File: config.mk
export PLATFORM = sky130hd
export DESIGN_NAME = cart_bank_ctrl
export DESIGN_NICKNAME = d
export VERILOG_FILES = /design/src/rtl/cbc_pkg.sv /design/src/rtl/cbc_regs.sv /design/src/rtl/cbc_xlate.sv /design/src/rtl/cbc_hdr.sv /design/src/rtl/cart_bank_ctrl.sv
export SDC_FILE = /design/constraint.sdc
export NUM_CORES = 1
export LEC_CHECK = 0
export BUFFER_PORTS_ARGS = -buffer_cell sky130_fd_sc_hd__buf_2
export CAP_MARGIN = 20
export CORE_MARGIN = 2
export CORE_UTILIZATION = 32
export DETAILED_ROUTE_END_ITERATION = 16
export PLACE_DENSITY = 0.75
export RECOVER_POWER = 50
export SLEW_MARGIN = 20
export SYNTH_ARGS = -nofsm -noshare
export SYNTH_HDL_FRONTEND = slang
export SYNTH_SLANG_ARGS = --single-unit
File: constraint.sdc
create_clock -name clk -period 1.5 [get_ports clk]
set_input_delay 0.225 -clock clk [delete_from_list [all_inputs] [get_ports clk]]
set_output_delay 0.225 -clock clk [all_outputs]
set_load 0.02 [all_outputs]
File: src/rtl/cbc_pkg.sv
package cbc_pkg;
  typedef enum logic [2:0] {
    FAM_ROM_ONLY = 3'd0,
    FAM_ONE      = 3'd1,
    FAM_TWO      = 3'd2,
    FAM_THREE    = 3'd3,
    FAM_FOUR     = 3'd4,
    FAM_UNKNOWN  = 3'd7
  } family_e;

  localparam int unsigned ROM_OFS_W = 14;  // 16 KB ROM window
  localparam int unsigned RAM_OFS_W = 13;  // 8 KB RAM window
  localparam int unsigned SEL_W     = 4;   // holds 0x00..0x0C
endpackage

File: src/rtl/cbc_regs.sv
module cbc_regs #(
  parameter int unsigned ROM_BANK_W = 7,
  parameter int unsigned RAM_BANK_W = 2
) (
  input  logic                  clk,
  input  logic                  rst_n,
  input  logic                  wr_en,
  input  logic [2:0]            region,
  input  logic [7:0]            wdata,
  output logic [ROM_BANK_W-1:0] rom_bank,
  output logic [RAM_BANK_W-1:0] ram_bank,
  output logic                  clk_mode,
  output logic                  ram_on
);
  import cbc_pkg::*;

  logic [SEL_W-1:0] sel_q;
  logic             sel_legal;

  assign sel_legal = (wdata <= 8'h03) || (wdata >= 8'h08 && wdata <= 8'h0C);

  always_ff @(posedge clk) begin
    if (!rst_n) begin
      rom_bank <= ROM_BANK_W'(1);
      sel_q    <= '0;
      ram_on   <= 1'b0;
    end else if (wr_en) begin
      unique case (region)
        3'b000: begin
          if (wdata == 8'h0A)      ram_on <= 1'b1;
          else if (wdata == 8'h00) ram_on <= 1'b0;
        end
        3'b001: rom_bank <= wdata[ROM_BANK_W-1:0];
        3'b010: if (sel_legal) sel_q <= wdata[SEL_W-1:0];
        default: ;
      endcase
    end
  end

  assign ram_bank = sel_q[RAM_BANK_W-1:0];
  assign clk_mode = sel_q[SEL_W-1];
endmodule

File: src/rtl/cbc_xlate.sv
module cbc_xlate #(
  parameter int unsigned ROM_BANK_W = 7,
  parameter int unsigned RAM_BANK_W = 2,
  localparam int unsigned ROM_AW = ROM_BANK_W + cbc_pkg::ROM_OFS_W,
  localparam int unsigned RAM_AW = RAM_BANK_W + cbc_pkg::RAM_OFS_W
) (
  input  logic [15:0]           addr,
  input  logic                  we,
  input  logic [ROM_BANK_W-1:0] rom_bank,
  input  logic [RAM_BANK_W-1:0] ram_bank,
  input  logic                  clk_mode,
  input  logic                  ram_on,
  input  logic [7:0]            ram_rdata,
  output logic [ROM_AW-1:0]     rom_addr,
  output logic                  rom_cs,
  output logic [RAM_AW-1:0]     ram_addr,
  output logic                  ram_cs,
  output logic                  ram_we,
  output logic [7:0]            win_rdata
);
  import cbc_pkg::*;

  logic [ROM_BANK_W-1:0] eff_bank;
  logic                  in_win;

  assign eff_bank = (rom_bank == '0) ? ROM_BANK_W'(1) : rom_bank;
  assign rom_cs   = ~addr[15];
  assign rom_addr = addr[14] ? {eff_bank, addr[ROM_OFS_W-1:0]}
                             : {{ROM_BANK_W{1'b0}}, addr[ROM_OFS_W-1:0]};

  assign in_win   = (addr[15:13] == 3'b101);
  assign ram_cs   = in_win & ram_on & ~clk_mode;
  assign ram_we   = ram_cs & we;
  assign ram_addr = {ram_bank, addr[RAM_OFS_W-1:0]};

  always_comb begin
    if (!in_win || !ram_on) win_rdata = 8'hFF;
    else if (clk_mode)      win_rdata = 8'h00;
    else                    win_rdata = ram_rdata;
  end
endmodule

File: src/rtl/cbc_hdr.sv
module cbc_hdr (
  input  logic [7:0] type_code,
  input  logic [7:0] rom_code,
  input  logic [7:0] ram_code,
  output logic [2:0] family,
  output logic       type_ok,
  output logic [8:0] rom_banks,
  output logic       rom_ok,
  output logic [5:0] ram_kb,
  output logic       ram_ok
);
  import cbc_pkg::*;

  always_comb begin
    type_ok = 1'b1;
    if (type_code == 8'h00 || type_code == 8'h08 || type_code == 8'h09)
      family = FAM_ROM_ONLY;
    else if (type_code >= 8'h01 && type_code <= 8'h03) family = FAM_ONE;
    else if (type_code == 8'h05 || type_code == 8'h06) family = FAM_TWO;
    else if (type_code >= 8'h0F && type_code <= 8'h13) family = FAM_THREE;
    else if (type_code == 8'hFF)                        family = FAM_FOUR;
    else begin
      family  = FAM_UNKNOWN;
      type_ok = 1'b0;
    end
  end

  always_comb begin
    rom_ok = 1'b1;
    if (rom_code <= 8'h07)      rom_banks = 9'd2 << rom_code[2:0];
    else if (rom_code == 8'h52) rom_banks = 9'd72;
    else if (rom_code == 8'h53) rom_banks = 9'd80;
    else if (rom_code == 8'h54) rom_banks = 9'd96;
    else begin
      rom_banks = '0;
      rom_ok    = 1'b0;
    end
  end

  always_comb begin
    ram_ok = 1'b1;
    unique case (ram_code)
      8'h00:   ram_kb = 6'd0;
      8'h01:   ram_kb = 6'd2;
      8'h02:   ram_kb = 6'd8;
      8'h03:   ram_kb = 6'd32;
      default: begin ram_kb = 6'd0; ram_ok = 1'b0; end
    endcase
  end
endmodule

File: src/rtl/cart_bank_ctrl.sv
module cart_bank_ctrl #(
  parameter int unsigned ROM_BANK_W = 7,
  parameter int unsigned RAM_BANK_W = 2,
  localparam int unsigned ROM_AW = ROM_BANK_W + cbc_pkg::ROM_OFS_W,
  localparam int unsigned RAM_AW = RAM_BANK_W + cbc_pkg::RAM_OFS_W
) (
  input  logic              clk,
  input  logic              rst_n,
  input  logic [15:0]       bus_addr,
  input  logic [7:0]        bus_wdata,
  input  logic              bus_we,
  input  logic [7:0]        ram_rdata,
  output logic [ROM_AW-1:0] rom_addr,
  output logic              rom_cs,
  output logic [RAM_AW-1:0] ram_addr,
  output logic              ram_cs,
  output logic              ram_we,
  output logic [7:0]        win_rdata,
  input  logic [7:0]        hdr_type,
  input  logic [7:0]        hdr_rom,
  input  logic [7:0]        hdr_ram,
  output logic [2:0]        hdr_family,
  output logic              hdr_type_ok,
  output logic [8:0]        hdr_rom_banks,
  output logic              hdr_rom_ok,
  output logic [5:0]        hdr_ram_kb,
  output logic              hdr_ram_ok
);
  logic [ROM_BANK_W-1:0] rom_bank;
  logic [RAM_BANK_W-1:0] ram_bank;
  logic                  clk_mode;
  logic                  ram_on;
  logic                  cmd_we;

  assign cmd_we = bus_we & ~bus_addr[15];

  cbc_regs #(.ROM_BANK_W(ROM_BANK_W), .RAM_BANK_W(RAM_BANK_W)) u_regs (
    .clk(clk), .rst_n(rst_n), .wr_en(cmd_we), .region(bus_addr[15:13]),
    .wdata(bus_wdata), .rom_bank(rom_bank), .ram_bank(ram_bank),
    .clk_mode(clk_mode), .ram_on(ram_on)
  );

  cbc_xlate #(.ROM_BANK_W(ROM_BANK_W), .RAM_BANK_W(RAM_BANK_W)) u_xlate (
    .addr(bus_addr), .we(bus_we), .rom_bank(rom_bank), .ram_bank(ram_bank),
    .clk_mode(clk_mode), .ram_on(ram_on), .ram_rdata(ram_rdata),
    .rom_addr(rom_addr), .rom_cs(rom_cs), .ram_addr(ram_addr),
    .ram_cs(ram_cs), .ram_we(ram_we), .win_rdata(win_rdata)
  );

  cbc_hdr u_hdr (
    .type_code(hdr_type), .rom_code(hdr_rom), .ram_code(hdr_ram),
    .family(hdr_family), .type_ok(hdr_type_ok), .rom_banks(hdr_rom_banks),
    .rom_ok(hdr_rom_ok), .ram_kb(hdr_ram_kb), .ram_ok(hdr_ram_ok)
  );


  bank_load_chk: assert property (@(posedge clk) disable iff (!rst_n)
    (bus_we && bus_addr[15:13] == 3'b001) |=> (rom_bank == $past(bus_wdata[ROM_BANK_W-1:0])));


  latch_hold_chk: assert property (@(posedge clk) disable iff (!rst_n)
    (bus_we && bus_addr[15:13] == 3'b011) |=>
      ($stable(rom_bank) && $stable(ram_bank) && $stable(clk_mode) && $stable(ram_on)));


  enable_on_chk: assert property (@(posedge clk) disable iff (!rst_n)
    (bus_we && bus_addr[15:13] == 3'b000 && bus_wdata == 8'h0A) |=> ram_on);


  off_window_chk: assert property (@(posedge clk) disable iff (!rst_n)
    (!ram_on && bus_addr[15:13] == 3'b101) |-> (win_rdata == 8'hFF && !ram_cs && !ram_we));


  clk_sel_chk: assert property (@(posedge clk) disable iff (!rst_n)
    (ram_on && clk_mode && bus_addr[15:13] == 3'b101) |-> (win_rdata == 8'h00 && !ram_we));


  bank_nonzero_chk: assert property (@(posedge clk) disable iff (!rst_n)
    (bus_addr[15:14] == 2'b01) |-> (rom_addr[ROM_AW-1 -: ROM_BANK_W] != '0));
endmodule

# Word-level counts from Yosys, hierarchy flattened
# Cells that the tools add are included.
dict set report classes {
  n_mux 26
  n_bitwise 6
  n_reduce_logical 20
  order_cmp 8
  n_shift 1
  eq_ne 15
}
# cell count
set op_table {}
lappend op_table {{2-to-1 mux 9 bit} 3}
lappend op_table {{== test 8 x 4 -> 1 bit (second input constant)} 3}
lappend op_table {{== test 8 x 7 -> 1 bit (second input constant)} 3}
lappend op_table {{logical NOT 8 bit} 3}
lappend op_table {{2-to-1 mux 21 bit} 1}
lappend op_table {{case mux 6 bit (3 select lines)} 1}
lappend op_table {{== test 8 x 2 -> 1 bit (second input constant)} 2}
lappend op_table {{== test 8 x 3 -> 1 bit (second input constant)} 2}
lappend op_table {{>= comparator 8 x 4 -> 1 bit (second input constant)} 2}
lappend op_table {{<= comparator 8 x 2 -> 1 bit (second input constant)} 2}
lappend op_table {{2-to-1 mux 8 bit} 2}
lappend op_table {{2-to-1 mux 7 bit} 2}
lappend op_table {{2-to-1 mux 1 bit} 12}
lappend op_table {{2-to-1 mux 3 bit} 4}
lappend op_table {{<< shifter 2 x 3 -> 9 bit (first input constant)} 1}
lappend op_table {{== test 8 x 1 -> 1 bit (second input constant)} 1}
lappend op_table {{== test 8 bit (second input constant)} 1}
lappend op_table {{>= comparator 8 x 1 -> 1 bit (second input constant)} 1}
lappend op_table {{<= comparator 8 x 3 -> 1 bit (second input constant)} 1}
lappend op_table {{<= comparator 8 x 4 -> 1 bit (second input constant)} 1}
lappend op_table {{<= comparator 8 x 5 -> 1 bit (second input constant)} 1}
lappend op_table {{logical NOT 7 bit} 1}
lappend op_table {{AND reduction 3 bit} 2}
lappend op_table {{logical OR 1 bit} 5}
lappend op_table {{12 further kinds} 19}
dict set report totals {
  input_bits 59
  wordCells 79
  regBits 12
  out_inout_bits 68
}

# Longest topological paths before layout
# Gate-level depths: netlist of run 1.
dict set report logic_depth {
  depth_word 6
  mapped_depth 5
  ltp_nobuf 4
}

# Hierarchy
# Synthesis of run 1 repeated with hierarchy kept, for this count alone.
dict set report hier_totals {
  hier_cells 166
  area_unflattened_um2 1283.7
}
# mod instances cells_per_inst seq_area_each_um2 area_per_inst_um2
set by_module_without_submodules {}
lappend by_module_without_submodules {cbc_regs 1 45 220.2 500.5}
lappend by_module_without_submodules {cbc_xlate 1 59 0.0 387.9}
lappend by_module_without_submodules {cbc_hdr 1 61 0.0 381.6}
lappend by_module_without_submodules {cart_bank_ctrl 1 1 0.0 13.8}

# Least setup slack after synthesis of run 1
# OpenSTA, ideal clock, no wires.
dict set report synth_path {
  kind {input -> output}
  start {input port bus_addr[14]}
  end {output port ram_we}
  path_slack_ns -0.192
  t_required_ns 1.275
  cell_stages 5
  path_buffers 2
  arrival_ns 1.467
  path_cell_list {clkbuf_4 -> and4b_1 -> clkbuf_1 -> nor2b_1 -> and2_1}
}
dict set report synth_between {
  elab_chain_len 4
}
# element line
set synth_lines {}
lappend synth_lines {{start: declaration} cart_bank_ctrl.sv:9} ;# input logic [15:0] bus_addr,
lappend synth_lines {{== test 3 bit} cbc_xlate.sv:31} ;# assign in_win = (addr[15:13] == 3'b101);
lappend synth_lines {{bitwise AND 1 bit (2 in series)} cbc_xlate.sv:32} ;# assign ram_cs = in_win & ram_on & ~clk_mode;
lappend synth_lines {{net ram_cs} cart_bank_ctrl.sv:16} ;# output logic ram_cs,
lappend synth_lines {{bitwise AND 1 bit} cbc_xlate.sv:33} ;# assign ram_we = ram_cs & we;
lappend synth_lines {{end: declaration} cart_bank_ctrl.sv:17} ;# output logic ram_we,
# The timed path passes the listed nets, and every way through them passes these cells.

# Worst setup path in the final report of run 1
dict set report layout_path {
  start {register u_regs.rom_bank[4]}
  end {output port rom_addr[14]}
}
dict set report layout_between {
  elab_chain_len 3
}
# element line
set layout_lines {}
lappend layout_lines {{start: declaration} cbc_regs.sv:10} ;# output logic [ROM_BANK_W-1:0] rom_bank,
lappend layout_lines {{start signal: assignment} cbc_regs.sv:33} ;# 3'b001: rom_bank <= wdata[ROM_BANK_W-1:0];
lappend layout_lines {{logical NOT 7 bit} cbc_xlate.sv:26} ;# assign eff_bank = (rom_bank == '0) ? ROM_BANK_W'(1) : rom_bank;
lappend layout_lines {{2-to-1 mux 7 bit} cbc_xlate.sv:26}
lappend layout_lines {{2-to-1 mux 21 bit} cbc_xlate.sv:28} ;# assign rom_addr = addr[14] ? {eff_bank, addr[ROM_OFS_W-1:0]}
lappend layout_lines {{end: declaration} cart_bank_ctrl.sv:13} ;# output logic [ROM_AW-1:0] rom_addr,
# Every way passes these cells.

==> metrics.txt, run 1 <==
total area of multi-input combinational cells=793 µm²; design area=0.00170 mm²; worst-case setup margin in the final layout=-0.163 ns; GRT overflow=0; vias per cell=5.01; deepest clock path buffer count=2; number of remaining DRC errors=0; number of enable flip-flop cells after synthesis=0; count of port buffers added during placement=83; period utilisation layout=111%; area fraction of the dominant cell type after synthesis=19.0%; Gate Count Post-Synth=167; overall routed net length=3620 µm; CTS H-tree lvls=1; run status=finished, violations left; number of detailed-route iterations in the first pass=4; first-pass GRT wire length=5390 µm; Hold-fix buffers, CTS=0; total core area=0.00366 mm²; count of inserted antenna diode cells=0; fraction of layout instances using a drive strength above 1=47.5%; max-slew violations=0; number of placement rows=22; cell taking the most area after synthesis=sky130_fd_sc_hd__buf_4; VDD IR-drop max=571 µV; shortest period the worst path allows=1.66 ns; initial cell density of the core=33.4%; total routing usage reported by global routing=15.3%; Clock Root Buffer=sky130_fd_sc_hd__clkbuf_8; hold violation count in the final report=0; routed via count=1423; horizontal die dimension=65.8 µm; violated checks=setup timing; maximum frequency from static timing analysis=601 MHz; number of inserted filler cells in the final layout=357; arrival time of data at the critical path endpoint=1.44 ns; insertion delay to the later sink of the worst-skew pair=0.24 ns; Yosys reg bits=11; cell leakage power=0.000779 µW; antenna-violating nets left=0; pre-CTS setup slack=-0.0603 ns; vias in the first global route=1286; endpoint type of the worst setup path=output pin; full die area=0.00433 mm²; required time reported for the critical path endpoint=1.27 ns; Post-synth ARST share=0%; Final Power=839 µW; Die Span Y=65.8 µm; synthesized area per cell=7.32 µm²; number of unique standard cell types used by synthesis=40; I/O pin total=127; clock input transition at the sequential cells of the worst setup and hold paths=0.05 ns; area delta synth->final=38.9%; synth warn=0; setup violation total in the final timing report=1; area of placed instances=0.00157 mm²; slack of the worst reg-to-reg path=0.53 ns; Hold/Removal Path Class=primary input to flop; startpoint type of the worst setup path=flop; largest net degree at the start of global routing=14; TritonCTS clock tree=done; half-perimeter wire length after detailed placement=2810 µm; RSZ-0062 raised after global routing=true; WL/cell=12.8 µm; maximum fanout count along the critical path=2; clock tree sinks=11; Final Net Count=296; sequential share of the synthesized area=18.0%; number of buffers created by CTS=3; final weighted congestion in routability-driven placement=0.913; combined flip-flop and latch cell area=224 µm²; initial antenna violation count=0; Crit Path Category=flop to output pin; most used flip-flop cell after synthesis=sky130_fd_sc_hd__dfxtp_1; DRT iter0 DRCs=33; area of the mapped netlist=0.00122 mm²; max-cap violation count=0; Synth area leaders=sky130_fd_sc_hd__buf_4, sky130_fd_sc_hd__dfxtp_1, sky130_fd_sc_hd__mux2i_1; worst clock skew on the final layout=0 ns; areal power density over the cells=494 mW/mm²
-- cell usage after synthesis, types with 2 or more instances --
cell                       number
sky130_fd_sc_hd__nand2b_1       2
sky130_fd_sc_hd__nand4_1        2
sky130_fd_sc_hd__dfxtp_1       11
sky130_fd_sc_hd__and3_1         2
sky130_fd_sc_hd__buf_4         31
sky130_fd_sc_hd__nor4_1         4
sky130_fd_sc_hd__or4b_4         2
sky130_fd_sc_hd__inv_1         11
sky130_fd_sc_hd__a21oi_1        4
sky130_fd_sc_hd__and2_1         7
sky130_fd_sc_hd__or3_1          2
sky130_fd_sc_hd__mux2i_1        9
sky130_fd_sc_hd__nor3b_1        4
sky130_fd_sc_hd__o21ai_0       12
sky130_fd_sc_hd__nand2_1       10
sky130_fd_sc_hd__nor2_1         8
sky130_fd_sc_hd__o21a_1         3
sky130_fd_sc_hd__clkbuf_1       3
sky130_fd_sc_hd__or4_1          4
sky130_fd_sc_hd__nor2b_1        8
sky130_fd_sc_hd__a211oi_1       2
sky130_fd_sc_hd__nor3_1         7
sky130_fd_sc_hd__nor4bb_1       2
-- stage by stage --
stage          TNS (ns)  utilization, %  hold WS (ns)  cells
3_5_place_dp     -0.124            42.9         0.445    279
6_report         -0.163            46.4         0.270    284
4_1_cts          -0.169            44.9         0.265    284
3_3_place_gp     -0.103            42.9         0.449    279
2_1_floorplan  -0.00676               -         0.353    170
5_1_grt          -0.222            46.4         0.287    284
-- flip-flops by register name, indices dropped and copies added, names as in the netlist --
signal	cells
u_regs.rom_bank	7
u_regs.sel_q	3
u_regs.ram_on	1
-- where the power goes --
part	leakage [µW]	internal, µW	switching [µW]
logic	0.000663	115	131
registers	0.0000904	297	3.79
clock network	0.0000255	182	110
total	0.000779	594	245
-- critical path: stages (launching register included) --
cell and delay, ns:
sky130_fd_sc_hd__dfxtp_2 0.32, sky130_fd_sc_hd__or4_4 0.52, sky130_fd_sc_hd__nor3_2 0.11, sky130_fd_sc_hd__o21a_1 0.14
sky130_fd_sc_hd__buf_6 0.11
-- cell families (layout without fill, tap and decap cells) --
family | count (synthesis) | in the layout | share of synthesized area (%)
AOI/OAI and AO/OA | 25 | 25 | 12.3
muxes | 9 | 9 | 7.37
and+or+nand+nor | 72 | 72 | 36.2
xor gates and xnor gates | 2 | 2 | 1.43
other | 1 | 4 | 0.307
DFF | 11 | 11 | 18.0
buffers and inverters | 47 | 113 | 24.4
-- cell type report --
class / instances / share of cell area [%]
multi-input cells: 112 / 46.7
repair buffers: 98 / 31.4
flip-flops and latches: 11 / 13.2
well taps: 48 / 3.54
clock buffers: 3 / 2.43
inverters: 11 / 2.43
clock inverters: 1 / 0.295
-- worst paths after layout --
path                            from               to  cells after the start
setup / recovery  u_regs.rom_bank[4]     rom_addr[14]                      4
hold / removal          bus_wdata[1]  u_regs.sel_q[1]                      3
setup reg to reg     u_regs.sel_q[3]  u_regs.sel_q[3]                      2
hold reg to reg      u_regs.sel_q[1]  u_regs.sel_q[1]                      2
-- cell usage in the layout (no fill, tap or decap), types with 3 or more instances in the layout --
cell / n
sky130_fd_sc_hd__clkbuf_8: 3
sky130_fd_sc_hd__buf_4: 17
sky130_fd_sc_hd__and2_1: 6
sky130_fd_sc_hd__nor2b_1: 7
sky130_fd_sc_hd__dfxtp_1: 8
sky130_fd_sc_hd__conb_1: 4
sky130_fd_sc_hd__clkbuf_1: 10
sky130_fd_sc_hd__a21oi_1: 4
sky130_fd_sc_hd__o21a_1: 3
sky130_fd_sc_hd__mux2i_1: 9
sky130_fd_sc_hd__dfxtp_2: 3
sky130_fd_sc_hd__buf_2: 69
sky130_fd_sc_hd__nand2_1: 10
sky130_fd_sc_hd__nor2_1: 8
sky130_fd_sc_hd__o21ai_0: 12
sky130_fd_sc_hd__nor3_1: 5
sky130_fd_sc_hd__inv_1: 11
sky130_fd_sc_hd__nor3b_1: 4
-- layer usage --
metal	part of all wire, %	vias to the layer above	track usage, %
met2	52	95	29.7
met4	1.0	0	4.43
met1	38	630	16.7
met5	0	-	0
li1	-	694	-
met3	9.8	4	2.39
-- timing repair --
action | 4_1_cts | 5_1_grt
pin swaps | 2 | 1
setup endpoints to repair | 7 | 9
gates resized for setup | 6 | 15
setup buffers | 1 | 0
Power figures use the tool's default switching activity.
==> inputs of run 2 (changes only) <==
--- a/config.mk
+++ b/config.mk
@@ -9,10 +9,12 @@
 export CAP_MARGIN = 20
 export CORE_MARGIN = 2
 export CORE_UTILIZATION = 32
+export CTS_CLUSTER_DIAMETER = 30
 export DETAILED_ROUTE_END_ITERATION = 16
-export PLACE_DENSITY = 0.75
+export PLACE_DENSITY = 0.82
 export RECOVER_POWER = 50
 export SLEW_MARGIN = 20
 export SYNTH_ARGS = -nofsm -noshare
 export SYNTH_HDL_FRONTEND = slang
 export SYNTH_SLANG_ARGS = --single-unit
+export TNS_END_PERCENT = 5
==> metrics.txt, run 2 (synthesis results as in run 1) <==
run status=finished, violations left; violated checks=setup timing; pre-CTS setup slack=-0.0546 ns (+0.00566 ns); Cells after DPL=277 (-0.72%); horizontal die dimension=65.8 µm (unchanged); Post-CTS Repair Setup Buffers=0 (-1); maximum frequency from static timing analysis=571 MHz (-5.1%); arrival time of data at the critical path endpoint=1.53 ns (+0.09 ns); number of inserted filler cells in the final layout=366 (+2.5%); Crit Path Category=flop to output pin; largest net degree at the start of global routing=15 (+1); clock tree sinks=11 (unchanged); RSZ-0062 raised after global routing=true; shortest period the worst path allows=1.75 ns (+0.0898 ns); total area of multi-input combinational cells=772 µm² (-2.7%); Clock Root Buffer=sky130_fd_sc_hd__clkbuf_8; Final Net Count=293 (-1.0%); filler-free cell count of the finished design=281 (-1.1%); GRT overflow=0 (unchanged); initial antenna violation count=0 (unchanged); count of port buffers added during placement=83 (unchanged); worst-case setup margin in the final layout=-0.252 ns (-0.0898 ns); cell leakage power=0.000757 µW (-2.9%); overall routed net length=3580 µm (-1.2%); CP Buf/Inv Count=1 (unchanged); routed via count=1394 (-2.0%); number of remaining DRC errors=0 (unchanged); VDD IR-drop max=520 µV (-9.0%); area delta synth->final=35.8%; areal power density over the cells=507 mW/mm² (+2.7%); final weighted congestion in routability-driven placement=0.831 (-9.0%); I/O pin total=127 (unchanged); worst clock skew on the final layout=0 ns (unchanged); total routing usage reported by global routing=15.3% (+0.077 points); fraction of layout instances using a drive strength above 1=45.5% (-2.0 points); Die Span Y=65.8 µm (unchanged); Reg with most FFs=u_regs.rom_bank; number of detailed-route iterations in the first pass=4 (unchanged); hold violation count in the final report=0 (unchanged); max-slew violations=0 (unchanged); most common cell after layout, fill and taps aside=sky130_fd_sc_hd__buf_2; antenna-violating nets left=0 (unchanged); maximum fanout count along the critical path=3 (+1); vias per cell=4.96 (-0.99%); Critical-path top delay cell=sky130_fd_sc_hd__or4_4; leading cell types in the layout, fill and taps excluded=sky130_fd_sc_hd__buf_2, sky130_fd_sc_hd__buf_4, sky130_fd_sc_hd__o21ai_0; combined flip-flop and latch cell area=221 µm² (-1.1%); cell type group with the largest total delay on the critical path=simple AND/OR/NAND/NOR gates; initial cell density of the core=33.4% (unchanged); CTS H-tree lvls=1 (unchanged); Regs by FF count=u_regs.rom_bank (7), u_regs.sel_q (3), u_regs.ram_on (1); count of inserted antenna diode cells=0 (unchanged); deepest clock path buffer count=2 (unchanged); ordered list of cells on the worst path=or4_4 -> nor3_4 -> o21a_1 -> buf_6; WL/cell=12.7 µm (-0.13%); TritonCTS clock tree=done; setup TNS after final layout=-0.252 ns (-0.0898 ns); half-perimeter wire length after detailed placement=2770 µm (-1.5%); first-pass GRT wire length=5140 µm (-4.6%); Hold/Removal Path Class=primary input to flop; endpoint type of the worst setup path=output pin; full die area=0.00433 mm² (unchanged); insertion delay to the later sink of the worst-skew pair=0.25 ns (about the same); DRT iter0 DRCs=17 (-48%); clock input transition at the sequential cells of the worst setup and hold paths=0.05 ns (about the same); required time reported for the critical path endpoint=1.27 ns (about the same); startpoint type of the worst setup path=flop; vias in the first global route=1193 (-7.2%); total core area=0.00366 mm² (unchanged); setup violation total in the final timing report=1 (unchanged); flip-flop count of the largest register, all copies and words added=7 (unchanged); max-cap violation count=0 (unchanged); number of buffers created by CTS=3 (unchanged); worst stage delay on the critical path=0.55 ns (+0.03 ns); period utilisation layout=117% (+6.0 points); number of placement rows=22 (unchanged)
-- run 2: cell types whose count changed in the layout (fill, tap and decap cells not counted), moves of 2 or more --
cell / before / now
sky130_fd_sc_hd__nor4_4: 2 / 0
sky130_fd_sc_hd__nor4_2: 0 / 2
sky130_fd_sc_hd__buf_4: 17 / 15
sky130_fd_sc_hd__dfxtp_1: 8 / 10
sky130_fd_sc_hd__dfxtp_2: 3 / 1
-- run 2: worst paths after layout --
kind / cells after the start / slack, ns / startpoint / endpoint
min: 3 / 0.27 / bus_wdata[5] / u_regs.rom_bank[5]
min reg2reg: 2 / 0.46 / u_regs.sel_q[0] / u_regs.sel_q[0]
max: 4 / -0.25 / u_regs.rom_bank[2] / rom_addr[14]
max reg2reg: 2 / 0.59 / u_regs.sel_q[3] / u_regs.sel_q[3]
-- run 2: cell type report --
type,instances,area share [%]
Clock buffer,4,2.71
Inverter,11,2.49
Multi-Input combinational cell,112,46.5
Sequential cell,11,13.3
Tap cell,48,3.62
Timing Repair Buffer,95,31.3
-- run 2: through the flow --
stage	hold slack (ns)	utilization [%]	area, µm²	power, µW
floorplan	0.353	-	1250	516
global placement	0.447	42.5	1560	522
detailed placement	0.449	42.5	1560	527
CTS	0.264	44.1	1610	838
global route	0.282	45.4	1660	883
finish	0.266	45.4	1660	842
-- run 2: worst min-delay path: cells and delay by family --
family | cells | cell delay [ns]
buffers and inverters | 1 | 0.09
and+or+nand+nor | 1 | 0.10
muxes | 1 | 0.06
-- run 2: what timing repair did --
| action | CTS | global route |
|---|---|---|
| pin swaps | 1 | 1 |
| hold buffers | 0 | 0 |
| setup endpoints to repair | 1 | 11 |
| resized for setup | 3 | 17 |
-- run 2: layer usage --
layer / track usage, % / vias to the layer above / share of wire, %
li1: - / 682 / -
met1: 14.4 / 621 / 34
met2: 30.7 / 80 / 54
met3: 2.56 / 11 / 9.1
met4: 8.33 / 0 / 2.9
met5: 0 / - / 0
-- run 2: power breakdown --
group	switching, µW	internal, µW	total (µW)
logic	125	110	234
registers	4.30	297	301
clock network	119	187	306
total	248	594	842
